$ cat src/rtl/tmr_pkg.sv
package tmr_pkg;

   typedef enum logic [1:0] {
      SRC_SYS_A = 2'b00,
      SRC_SYS_B = 2'b01,
      SRC_SLOW  = 2'b10,
      SRC_SYS_C = 2'b11
   } tick_src_e;

   localparam int ADDR_W = 2;
   localparam logic [ADDR_W-1:0] A_LO  = 2'd0;
   localparam logic [ADDR_W-1:0] A_HI  = 2'd1;
   localparam logic [ADDR_W-1:0] A_CTL = 2'd2;

   localparam int CTL_RUN  = 0;
   localparam int CTL_SRC  = 1;
   localparam int CTL_FLAG = 7;

endpackage

$ cat src/rtl/tmr_tick_sel.sv
module tmr_tick_sel
   import tmr_pkg::*;
#(
   parameter bit PD_STOPS_SYS = 1'b1
) (
   input  logic      clk,
   input  logic      rst_n,
   input  logic      run,
   input  tick_src_e src,
   input  logic      slow_en,
   input  logic      pd,
   output logic      tick
);

   logic sys_ok;

   generate
      if (PD_STOPS_SYS) begin : g_pd_gate
         assign sys_ok = ~pd;
      end else begin : g_no_gate
         assign sys_ok = 1'b1;
      end
   endgenerate

   always_comb begin
      if (!run)
         tick = 1'b0;
      else if (src == SRC_SLOW)
         tick = slow_en;
      else
         tick = sys_ok;
   end

   // in power-down only the slow source may tick
   assert_pd_sys_quiet_R8: assert property (@(posedge clk) disable iff (!rst_n)
      (pd && src != SRC_SLOW && PD_STOPS_SYS) |-> !tick);

   // slow source ticks only with its enable
   assert_slow_gated_R7: assert property (@(posedge clk) disable iff (!rst_n)
      (src == SRC_SLOW && !slow_en) |-> !tick);

endmodule

$ cat src/rtl/tmr_access.sv
module tmr_access
   import tmr_pkg::*;
#(
   parameter int BYTE_W = 8,
   localparam int CNT_W = 2 * BYTE_W
) (
   input  logic              clk,
   input  logic              rst_n,
   input  logic              wr,
   input  logic              rd,
   input  logic [ADDR_W-1:0] addr,
   input  logic [BYTE_W-1:0] wdata,
   input  logic [CNT_W-1:0]  cnt,
   input  logic              flag,
   output logic [BYTE_W-1:0] rdata,
   output logic              commit,
   output logic [CNT_W-1:0]  commit_val,
   output logic              run,
   output tick_src_e         src,
   output logic              clr_req
);

   logic [BYTE_W-1:0] stage_lo;
   logic [BYTE_W-1:0] snap_lo;

   assign commit     = wr && (addr == A_HI);
   assign commit_val = {wdata, stage_lo};
   assign clr_req    = wr && (addr == A_CTL) && !wdata[CTL_FLAG];

   always_ff @(posedge clk or negedge rst_n) begin
      if (!rst_n) begin
         stage_lo <= '0;
         snap_lo  <= '0;
         run      <= 1'b0;
         src      <= SRC_SYS_A;
      end else begin
         if (wr && addr == A_LO)
            stage_lo <= wdata;
         if (wr && addr == A_CTL) begin
            run <= wdata[CTL_RUN];
            src <= tick_src_e'(wdata[CTL_SRC +: 2]);
         end
         if (rd && addr == A_HI)
            snap_lo <= cnt[BYTE_W-1:0];
      end
   end

   always_comb begin
      rdata = '0;
      case (addr)
         A_LO:  rdata = snap_lo;
         A_HI:  rdata = cnt[CNT_W-1:BYTE_W];
         A_CTL: begin
            rdata[CTL_RUN]      = run;
            rdata[CTL_SRC +: 2] = src;
            rdata[CTL_FLAG]     = flag;
         end
         default: rdata = '0;
      endcase
   end

   // a high-byte read freezes the low byte of that same count
   assert_snap_coherent_R6: assert property (@(posedge clk) disable iff (!rst_n)
      (rd && addr == A_HI) |=> snap_lo == $past(cnt[BYTE_W-1:0]));

   // staged byte is untouched by any access other than a low-byte write
   assert_stage_hold_R4: assert property (@(posedge clk) disable iff (!rst_n)
      !(wr && addr == A_LO) |=> $stable(stage_lo));

endmodule

$ cat src/rtl/tmr_core.sv
module tmr_core #(
   parameter int CNT_W = 16
) (
   input  logic             clk,
   input  logic             rst_n,
   input  logic             tick,
   input  logic             run,
   input  logic             commit,
   input  logic [CNT_W-1:0] commit_val,
   input  logic             clr_req,
   output logic [CNT_W-1:0] cnt,
   output logic             flag
);

   localparam logic [CNT_W-1:0] CNT_MAX = {CNT_W{1'b1}};

   logic [CNT_W-1:0] reload;
   logic             wrap;
   logic             direct_load;

   assign wrap        = tick && (cnt == CNT_MAX);
   assign direct_load = commit && !run;

   always_ff @(posedge clk or negedge rst_n) begin
      if (!rst_n) begin
         reload <= '0;
         cnt    <= '0;
         flag   <= 1'b0;
      end else begin
         if (commit)
            reload <= commit_val;
         if (wrap)
            cnt <= reload;
         else if (tick)
            cnt <= cnt + 1'b1;
         else if (direct_load)
            cnt <= commit_val;
         if (wrap)
            flag <= 1'b1;
         else if (clr_req)
            flag <= 1'b0;
      end
   end

   // wrap loads the reload value held before this edge and raises the flag
   assert_wrap_reload_R3: assert property (@(posedge clk) disable iff (!rst_n)
      (tick && cnt == CNT_MAX) |=> (cnt == $past(reload)) && flag);

   // ordinary tick advances by one
   assert_step_one_R2: assert property (@(posedge clk) disable iff (!rst_n)
      (tick && cnt != CNT_MAX) |=> cnt == $past(cnt) + 1'b1);

   // without tick or stopped commit the count holds
   assert_hold_R2: assert property (@(posedge clk) disable iff (!rst_n)
      (!tick && !(commit && !run)) |=> $stable(cnt));

   // flag never falls on a wrap cycle
   assert_flag_wins_R9: assert property (@(posedge clk) disable iff (!rst_n)
      (tick && cnt == CNT_MAX && clr_req) |=> flag);

endmodule

$ cat src/rtl/reload_timer.sv
module reload_timer
   import tmr_pkg::*;
#(
   parameter int BYTE_W       = 8,
   parameter int CNT_W        = 16,
   parameter bit PD_STOPS_SYS = 1'b1
) (
   input  logic              clk,
   input  logic              rst_n,
   input  logic              bus_wr,
   input  logic              bus_rd,
   input  logic [1:0]        bus_addr,
   input  logic [BYTE_W-1:0] bus_wdata,
   output logic [BYTE_W-1:0] bus_rdata,
   input  logic              slow_tick_en,
   input  logic              power_down,
   output logic              irq
);

   generate
      if (CNT_W != 2 * BYTE_W) begin : g_bad_width
         $error("reload_timer: CNT_W must be twice BYTE_W");
      end
      if (BYTE_W < 8) begin : g_bad_byte
         $error("reload_timer: BYTE_W must hold the control layout");
      end
   endgenerate

   logic             tick;
   logic             run;
   tick_src_e        src;
   logic             commit;
   logic [CNT_W-1:0] commit_val;
   logic             clr_req;
   logic [CNT_W-1:0] cnt;
   logic             flag;

   tmr_tick_sel #(
      .PD_STOPS_SYS(PD_STOPS_SYS)
   ) u_tick (
      .clk     (clk),
      .rst_n   (rst_n),
      .run     (run),
      .src     (src),
      .slow_en (slow_tick_en),
      .pd      (power_down),
      .tick    (tick)
   );

   tmr_access #(
      .BYTE_W(BYTE_W)
   ) u_access (
      .clk        (clk),
      .rst_n      (rst_n),
      .wr         (bus_wr),
      .rd         (bus_rd),
      .addr       (bus_addr),
      .wdata      (bus_wdata),
      .cnt        (cnt),
      .flag       (flag),
      .rdata      (bus_rdata),
      .commit     (commit),
      .commit_val (commit_val),
      .run        (run),
      .src        (src),
      .clr_req    (clr_req)
   );

   tmr_core #(
      .CNT_W(CNT_W)
   ) u_core (
      .clk        (clk),
      .rst_n      (rst_n),
      .tick       (tick),
      .run        (run),
      .commit     (commit),
      .commit_val (commit_val),
      .clr_req    (clr_req),
      .cnt        (cnt),
      .flag       (flag)
   );

   assign irq = flag;

   // interrupt line only rises as the result of a tick
   assert_irq_rise_R3: assert property (@(posedge clk) disable iff (!rst_n)
      $rose(irq) |-> $past(tick));

endmodule

$ cat config.mk
export PLATFORM = sky130hd
export DESIGN_NAME = reload_timer
export DESIGN_NICKNAME = d
export VERILOG_FILES = /design/src/rtl/tmr_pkg.sv /design/src/rtl/tmr_tick_sel.sv /design/src/rtl/tmr_access.sv /design/src/rtl/tmr_core.sv /design/src/rtl/reload_timer.sv
export SDC_FILE = /design/constraint.sdc
export NUM_CORES = 1
export LEC_CHECK = 0
export ABC_AREA = 1
export CORE_ASPECT_RATIO = 1.25
export CORE_MARGIN = 2
export CORE_UTILIZATION = 25
export CTS_CLUSTER_DIAMETER = 150
export DETAILED_ROUTE_END_ITERATION = 10
export PLACE_DENSITY = 0.37
export SYNTH_ARGS = -nofsm -noshare
export SYNTH_HDL_FRONTEND = slang
export SYNTH_SLANG_ARGS = --single-unit
$ cat constraint.sdc
create_clock -name clk -period 2.75 [get_ports clk]
set_input_delay 0.4125 -clock clk [delete_from_list [all_inputs] [get_ports clk]]
set_output_delay 0.4125 -clock clk [all_outputs]
set_load 0.05 [all_outputs]
==> results of run 1 <==
## worst reg2reg max path, cell delays in order, from the launching register on
cell,delay (ns)
sky130_fd_sc_hd__dfrtp_1,0.47
sky130_fd_sc_hd__ha_1,0.23
sky130_fd_sc_hd__nand2_1,0.08
sky130_fd_sc_hd__nor2_1,0.20
sky130_fd_sc_hd__nand2_2,0.15
sky130_fd_sc_hd__nor3_2,0.40
sky130_fd_sc_hd__nand3_1,0.14
sky130_fd_sc_hd__nand3_1,0.11
sky130_fd_sc_hd__nand2_1,0.06
sky130_fd_sc_hd__nand2_1,0.06
## state kept, by name (all words and copies together) (netlist names)
signal             cells
u_access.src           2
u_core.reload         16
u_access.stage_lo      8
u_core.cnt            16
u_access.snap_lo       8
u_core.flag            1
u_access.run           1
## cell type report
class	count	area [um^2]
fill	1238	8000
multi-input combinational	294	1390
sequential	52	1300
timing repair buffer	29	365
tap	138	173
inverter	37	141
clock buffer	5	125
clock inverter	2	12.5
## per-stage QoR
step / setup WS [ns] / instances / hold slack (ns) / total power [mW] / util, %
final: 0.574 / 557 / 0.0781 / 2.70 / 30.5
after global routing: 0.463 / 557 / 0.116 / 2.92 / 30.5
after CTS: 0.530 / 557 / 0.103 / 2.75 / 30.5
after detailed placement: 0.367 / 550 / 0.418 / 2.11 / 29.3
after global placement: 0.413 / 550 / 0.412 / 2.11 / 29.3
after floorplan: 0.633 / 394 / 0.117 / 1.74 / -
## cells by family after synthesis
family / count (synthesis)
flip-flops: 52
buffers and inverters: 48
XOR/XNOR: 4
adder cells (fa/ha/maj): 1
multiplexers: 4
AND/OR/NAND/NOR: 234
AO/OA/AOI/OAI: 51
## worst max-delay path by stage
stage	startpoint	to	cells after the start
floorplan	bus_addr[1]	bus_rdata[4]	3
global placement	bus_addr[0]	u_core.cnt[1]	9
detailed placement	bus_addr[0]	u_core.cnt[1]	9
CTS	bus_addr[0]	bus_rdata[0]	5
global route	bus_addr[0]	bus_rdata[0]	5
finish	bus_addr[0]	bus_rdata[0]	5
## power by group through the flow
stage / Combinational, mW / Sequential, mW / Clock (mW)
after global routing: 0.991 / 1.25 / 0.672
after global placement: 0.878 / 1.23 / 0
after CTS: 0.886 / 1.22 / 0.646
after detailed placement: 0.882 / 1.23 / 0
final: 0.874 / 1.21 / 0.615
after floorplan: 0.605 / 1.14 / 0
## Yosys cell counts
library cell,count,share of area (%)
sky130_fd_sc_hd__a21oi_1,2,0.34
sky130_fd_sc_hd__a21oi_2,1,0.30
sky130_fd_sc_hd__a22o_1,1,0.30
sky130_fd_sc_hd__buf_2,3,0.52
sky130_fd_sc_hd__buf_4,2,0.52
sky130_fd_sc_hd__buf_6,3,1.2
sky130_fd_sc_hd__clkbuf_1,3,0.39
sky130_fd_sc_hd__clkinv_1,1,0.13
sky130_fd_sc_hd__dfrtp_1,52,45
sky130_fd_sc_hd__ha_1,1,0.43
sky130_fd_sc_hd__inv_1,35,4.5
sky130_fd_sc_hd__inv_4,1,0.22
sky130_fd_sc_hd__mux2_2,4,1.5
sky130_fd_sc_hd__nand2_1,146,19
sky130_fd_sc_hd__nand2_2,1,0.22
sky130_fd_sc_hd__nand2_4,2,0.77
sky130_fd_sc_hd__nand3_1,37,6.4
sky130_fd_sc_hd__nand3_4,1,0.60
sky130_fd_sc_hd__nand4_1,4,0.86
sky130_fd_sc_hd__nor2_1,34,4.4
sky130_fd_sc_hd__nor2_2,3,0.65
sky130_fd_sc_hd__nor2_4,1,0.39
sky130_fd_sc_hd__nor2_8,1,0.69
sky130_fd_sc_hd__nor3_2,1,0.34
sky130_fd_sc_hd__o211ai_1,5,1.3
sky130_fd_sc_hd__o21ai_0,37,6.4
sky130_fd_sc_hd__o21ai_1,3,0.52
sky130_fd_sc_hd__o21ai_2,2,0.60
sky130_fd_sc_hd__or2_2,2,0.43
sky130_fd_sc_hd__or2_4,1,0.30
sky130_fd_sc_hd__xor2_1,4,1.2
## routing by layer
metal	part of all wire (%)	up-vias	wire (um)	global-route usage [%]
met4	0.98	0	81	3.87
met3	3.1	4	256	1.80
met5	0	-	0	0
met1	49	1154	4070	20.3
met2	47	38	3860	22.7
li1	-	1307	-	-
==> summary by stage, run 1 <==
Floorplan
After floorplanning, the core was sized to cover 0.0115 mm^2. The die covers 0.0125 mm^2. The vertical die dimension is roughly 120 um.

The die span in x is approximately 100 um. The floorplan row count is between 40 and 50. The initial core utilization is 25.3%. The top-level port count is 25.

Power and ir drop
The power density of the placed cells is 771 mW/mm^2. Combinational logic burns 32.3% of the power. Internal power comes to between 1.5 and 2 mW. The net load switching power is 1.04 mW. The proportion of power drawn by flip-flops and latches is between 40% and 50%. The analysis attributes to cell leakage a power of between 1.5 and 2 nW. The worst-case IR drop observed on VDD is around 0.00025 V. The part of the total power dissipated in the clock network is 22.7%.

The share of total power consumed by net switching is between 30% and 40%.

Timing
The time the worst path needs with I/O delays and setup is about 2.2 ns. On the final layout, the worst clock skew is about 0.006 ns. Of the available clock period, the critical path in the final layout requires approximately four fifths.

Setup repair after global routing left no endpoint under its margin. For the pin with the worst max-slew slack, the measured transition is around 0.50 ns. Adding up every negative setup slack in the final design gives 0 ns. Based on the critical path, the design can be clocked at up to ~460 MHz. Headroom to the max-slew limit came out at 66.7%. The number of slew-limit violations in the final report was 0. The total of endpoints with negative setup slack in the final report is 0. The hold violation total from the final report is 0.

Synthesis
After synthesis, the netlist uses 31 different library cells. Of the total synthesized cell area, the portion taken by AND, OR, NAND and NOR gates is roughly a third. The number of standard cells after synthesis is just under 400. After synthesis, the largest family of logic cells by area is simple AND/OR/NAND/NOR gates. The synthesized netlist devotes 1.21% of its cell area to XOR and XNOR gates. The post-synthesis instance area is 0.00291 mm^2. The net count after synthesis is roughly 400.

The mean cell area of the mapped netlist is ~7.4 um^2. After synthesis the netlist holds a flip-flop and latch count of 52. Measured against the total synthesized area, the mux share comes to 1.55%. Summing the areas of all fa, ha and maj instances in the mapped netlist gives less than 1% of the synthesized area.

The area fraction in compound gates after synthesis is approximately a tenth. Of the synthesized area, sequential elements account for between 40% and 50%. Yosys printed 0 warnings.

Critical path
The critical path's largest stage delay is slightly below 0.5 ns. The number of buffers and inverters on the critical path is 2. The critical path goes through clkdlybuf4s50_1, nor2_2, nand2_1, o211ai_1, buf_12. The register-to-register setup slack is around 0.8 ns.

Broken down by cell family, the worst path's largest delay share belongs to buffers and inverters. STA classifies the critical path startpoint as an input port. The critical path data arrival time is about 1.8 ns.

In this run the critical register-to-register path is launched from u_core.cnt[0]. The worst reg-to-reg path cell count is 9. The endpoint of the worst-slack reg-to-reg timing path is u_core.cnt[12].

On the critical path, the stage with the largest delay is an instance of sky130_fd_sc_hd__clkdlybuf4s50_1. The setup path with the least slack is of type input port to output port. STA classifies the critical path endpoint as an output port. Of all nets on the critical path, the largest fanout is 9.

At the worst endpoint, the required time is 2.34 ns.

Detailed routing
The via count normalized by instance count is 4.49. The routed design has 8270 um of wire. The remaining antenna violation count is 0. The residual DRC count is 0. The iteration-0 DRC count of the detailed router is between 100 and 150.

The first TritonRoute pass finished after 4 iterations. For this block, the via count after detailed routing is ~2500. The average detailed-routed wire length per instance is around 15 um.

Global route
The number of antenna violations at the first check in global routing came to 0. The wire length of the first global-routing pass is approximately 14000 um. For this run the aggregate overflow at the end of global routing stands at 0. The pin count of the biggest net entering global routing is 32. The number of global-route vias before repair is between 2000 and 2500. Across every metal layer, demand over resource in global routing totals between 10% and 20%.

CTS
CTS built an H-tree with a depth of 2. The tree built by TritonCTS fans out to 52 sinks. The number of CTS-inserted buffers is 5. For this design, the CTS-stage hold fixing added 0 buffers. The CTS tree is yes.

The clock-pin slew reported for the worst setup and hold paths after clock tree synthesis is about 0.070 ns. The number of instances resized during post-cts repair is 0. In this run the deepest clock path goes through 2 buffers. The later-pin clock latency in the skew report is 0.30 ns. The root buffer cell chosen for the clock tree is sky130_fd_sc_hd__clkbuf_16. The number of setup buffers added after CTS is 0.

Placed design
Detailed placement ended at an HPWL of 6370 um. The cell area after placement is 0.00337 mm^2. The count of buffers added on input and output ports is 24.

The congestion estimate from routability-driven global placement came to 0.749.

Finish
The most common cell after layout, fill and taps aside is sky130_fd_sc_hd__nand2_1. The top cell types in the final layout, fill and taps aside, are 146 x sky130_fd_sc_hd__nand2_1, 52 x sky130_fd_sc_hd__dfrtp_1, 37 x sky130_fd_sc_hd__o21ai_0, 37 x sky130_fd_sc_hd__nand3_1, 35 x sky130_fd_sc_hd__inv_1. The area growth from synthesis to final layout is 20.7%. Summing all non-filler instances in the final layout gives an area of between 0.003 and 0.004 mm^2.

0 antenna diodes ended up in the layout. The post-layout net count is 436. In the final layout, the share of cells above drive strength 1 is 10.0%.

Min path
The classification of the worst-slack hold path is input port to asynchronous set/reset pin.

Status
The run finished with clean final reports.

Run
Across the run, the number of max-cap violations was 0.
No activity file was read; power rests on OpenSTA's default activity.
==> run 2, diff against run 1 <==
--- a/config.mk
+++ b/config.mk
@@ -11,7 +11,7 @@
 export CORE_UTILIZATION = 25
 export CTS_CLUSTER_DIAMETER = 150
 export DETAILED_ROUTE_END_ITERATION = 10
-export PLACE_DENSITY = 0.37
+export PLACE_DENSITY = 0.38
 export SYNTH_ARGS = -nofsm -noshare
 export SYNTH_HDL_FRONTEND = slang
 export SYNTH_SLANG_ARGS = --single-unit
==> constraint.sdc (replaced) <==
create_clock -name clk -period 1.7 [get_ports clk]
set_input_delay 0.255 -clock clk [delete_from_list [all_inputs] [get_ports clk]]
set_output_delay 0.255 -clock clk [all_outputs]
set_load 0.05 [all_outputs]
==> run 2 against run 1 <==
Effect of this change: combinational power is 110% higher; count of clock-buffer cells in the layout unchanged; die area unchanged; via count rose by 6.7%; global-route usage is 0.71 points higher; critical endpoint is now u_core.cnt[0]; largest cell class unchanged.
==> summary by stage, run 2 (same netlist as run 1, synthesis figures left out) <==
Status
The run finished with clean final reports.

Critical path
The register-to-register setup slack came to 0.09 ns (-0.71 ns). The largest fanout on the critical path came to 10 (+1). The worst reg-to-reg path cell count is 9 (unchanged). The type of the worst setup path is register to register. The endpoint of the worst-slack reg-to-reg timing path is u_core.cnt[0]. The number of buffers and inverters on the critical path is 1 (-1). The largest individual stage delay along the critical path comes from the cell sky130_fd_sc_hd__dfrtp_1. The critical path data arrival time is 1.80 ns (+0.04 ns).

The critical path data required time came to 1.89 ns (-0.45 ns). STA classifies the critical path startpoint as a register. The critical path's largest stage delay is 0.36 ns (-0.13 ns). The critical path goes through ha_2, nand2_2, nor2_4, nand2_2, nor2_4, nand3_4, buf_4, o21ai_2, o21ai_1.

The worst setup path is captured at a register. The launching point of the worst reg2reg path is u_core.cnt[1]. On the critical path the largest part of the delay comes from simple AND/OR/NAND/NOR gates.

Finish
The final non-filler cell area came to 0.00397 mm^2 (+13%). The share of layout cells above drive strength 1 is 20.3% (+10 points). The number of diodes is 0 (unchanged). The area of combinational cells with multiple inputs came to 0.00143 mm^2 (+2.6%). The largest registers in the layout are u_core.cnt: 16 flops, u_core.reload: 16 flops. The total of fill cells in the finished design is 1225 (-1.1%). The sequential cell area is 0.00130 mm^2 (unchanged).

The most common cell after layout, fill and taps aside is sky130_fd_sc_hd__nand2_1. The post-layout net count is 479 (+9.9%). From synthesis to final layout, the design area changed by 36.5%. In the layout the commonest cells are 145 x sky130_fd_sc_hd__nand2_1, 52 x sky130_fd_sc_hd__dfrtp_1, 42 x sky130_fd_sc_hd__buf_4.

Detailed routing
The residual DRC count came to 0 (unchanged). The total wire length is 8860 um (+7.0%). The average detailed-routed wire length per instance is 14.8 um (-0.63%). The via count normalized by instance count was 4.45 (-0.94%). The iteration-0 DRC count of the detailed router is 121 (-9.7%).

The count of vias placed by the detailed router is 2671 (+6.7%). The remaining antenna violation count is 0 (unchanged). The number of detailed-routing iterations run before antenna repair was 4 (unchanged).

Timing
Counting I/O delays and the setup requirement, the final critical path takes about 1.6 ns. Setup repair after global routing could not meet its margin everywhere. The highest achievable clock rate is about 620 MHz. The final sum of negative setup slack came to 0 ns (unchanged). The hold violation total from the final report is 0 (unchanged). The transition time of the tightest slew-check pin is 0.395 ns (-0.103 ns). The number of slew-limit violations in the final report is 0 (unchanged). The total of endpoints with negative setup slack in the final report was 0 (unchanged).

The normalized max-slew margin is 73.6% (+6.9 points). The final cycle utilization of the critical path is roughly 95%. The clock skew after layout is 0.00629 ns (+0.000131 ns).

Floorplan
The die span in x was 100 um (unchanged). The vertical die dimension came to 125 um (unchanged). The floorplan row count is 44 (unchanged).

The area of the core is 0.0115 mm^2 (unchanged). The floorplan die area is 0.0125 mm^2 (unchanged). The top-level port count came to 25 (unchanged).

The initial core utilization came to 25.3% (unchanged).

Power and ir drop
The cell-internal power is 3.26 mW (+96%). The power density of the placed cells came to 1270 mW/mm^2 (+65%). The combinational share of power is 37.1% (+4.8 points). The net load switching power is 1.78 mW (+72%). The proportion of power drawn by flip-flops and latches is 36.8% (-8.1 points). The share of total power consumed by net switching is 35.3% (-3.0 points). The peak supply drop is 0.000389 V (+55%). The total power is 5.04 mW (+87%). The leakage power is 1.94 nW (+16%). The part of the total power dissipated in the clock network is 26.1% (+3.4 points).

Run
The reported max-cap violation count is 0 (unchanged).

CTS
The number of CTS-inserted buffers is 5 (unchanged). The clock-pin slew reported for the worst setup and hold paths after clock tree synthesis came to 0.07 ns (about the same). The CTS tree is yes. The later-pin clock latency in the skew report is 0.30 ns (about the same). The depth of the CTS H-tree came to 2 (unchanged). The maximum root-to-sink buffer count was 2 (unchanged). Clock tree synthesis selected as its root buffer the cell sky130_fd_sc_hd__clkbuf_16.

The TritonCTS sink count is 52 (unchanged).

Global route
The overflow left after global routing was 0 (unchanged). The global-route usage over all layers is 15.0% (+0.71 points). The wire length of the first global-routing pass was 14500 um (+4.2%). The number of global-route vias before repair is 2670 (+6.8%).

The number of antenna violations at the first check in global routing was 0 (unchanged). The pin count of the biggest net entering global routing is 53 (+66%).

Placed design
The number of buffers inserted by port buffering is 24 (unchanged). The cell area after placement is 0.00368 mm^2 (+9.3%). The detailed placement HPWL is 6770 um (+6.3%). The final weighted congestion of routability-driven global placement is 0.782 (+4.4%).

Min path
The classification of the worst-slack hold path is input port to asynchronous set/reset pin.
run 2: final cells by class:
type	instances	share of cell area (%)
Tap cell	138	4.35
Sequential cell	52	32.8
Inverter	37	3.56
Clock buffer	5	3.15
Clock inverter	2	1.51
Timing Repair Buffer	72	18.7
Multi-Input combinational cell	294	35.9
run 2: power groups by stage:
| stage | clock [mW] | sequential, mW | combinational, mW |
|---|---|---|---|
| 2_1_floorplan | 0 | 1.84 | 0.979 |
| 5_1_grt | 1.38 | 1.90 | 2.09 |
| 6_report | 1.31 | 1.86 | 1.87 |
| 3_5_place_dp | 0 | 1.88 | 1.83 |
| 3_3_place_gp | 0 | 1.87 | 1.83 |
| 4_1_cts | 1.35 | 1.86 | 1.86 |
run 2: timing repair:
item                       in CTS  in global routing
setup endpoints to repair       8                 16
pin swaps                       2                  5
hold endpoints to repair       52                  0
hold buffers                    1                  0
resized for setup               9                 10
buffers inserted                0                  4
gates cloned                    1                  0
run 2: worst max-delay path by stage:
stage                        from  depth (start not counted)            end  slack, ns
finish              u_core.cnt[1]                          9  u_core.cnt[0]       0.09
global route        u_core.cnt[1]                         11  u_core.cnt[8]      -0.03
CTS                 u_core.cnt[1]                         11  u_core.cnt[8]       0.03
detailed placement    bus_addr[0]                         10  u_core.cnt[9]      -0.19
global placement      bus_addr[0]                         10  u_core.cnt[9]      -0.18
floorplan             bus_addr[1]                          3   bus_rdata[4]      -0.10
run 2: worst reg2reg max path, delay by kind of cell (launching register included):
family                     cells  cell delay (ns)
adders and majority gates      1             0.20
and+or+nand+nor                5             0.61
buffers and inverters          1             0.18
AOI/OAI and AO/OA              2             0.16
DFF                            1             0.36
run 2: through the flow:
step | hold slack (ns) | std cells | util (%) | setup WS [ns]
2_1_floorplan | -0.0406 | 394 | - | -0.104
3_3_place_gp | 0.279 | 587 | 32.0 | -0.177
3_5_place_dp | 0.276 | 587 | 32.0 | -0.186
4_1_cts | 0.479 | 596 | 33.9 | 0.0251
5_1_grt | 0.510 | 600 | 34.5 | -0.0306
6_report | 0.476 | 600 | 34.5 | 0.0858
run 2: metal layers:
layer	GRT usage (%)	part of all wire, %	vias up
met3	2.19	2.8	13
met2	25.1	50	49
met5	0	0	-
met4	4.75	2.0	0
met1	19.7	45	1219
li1	-	-	1390
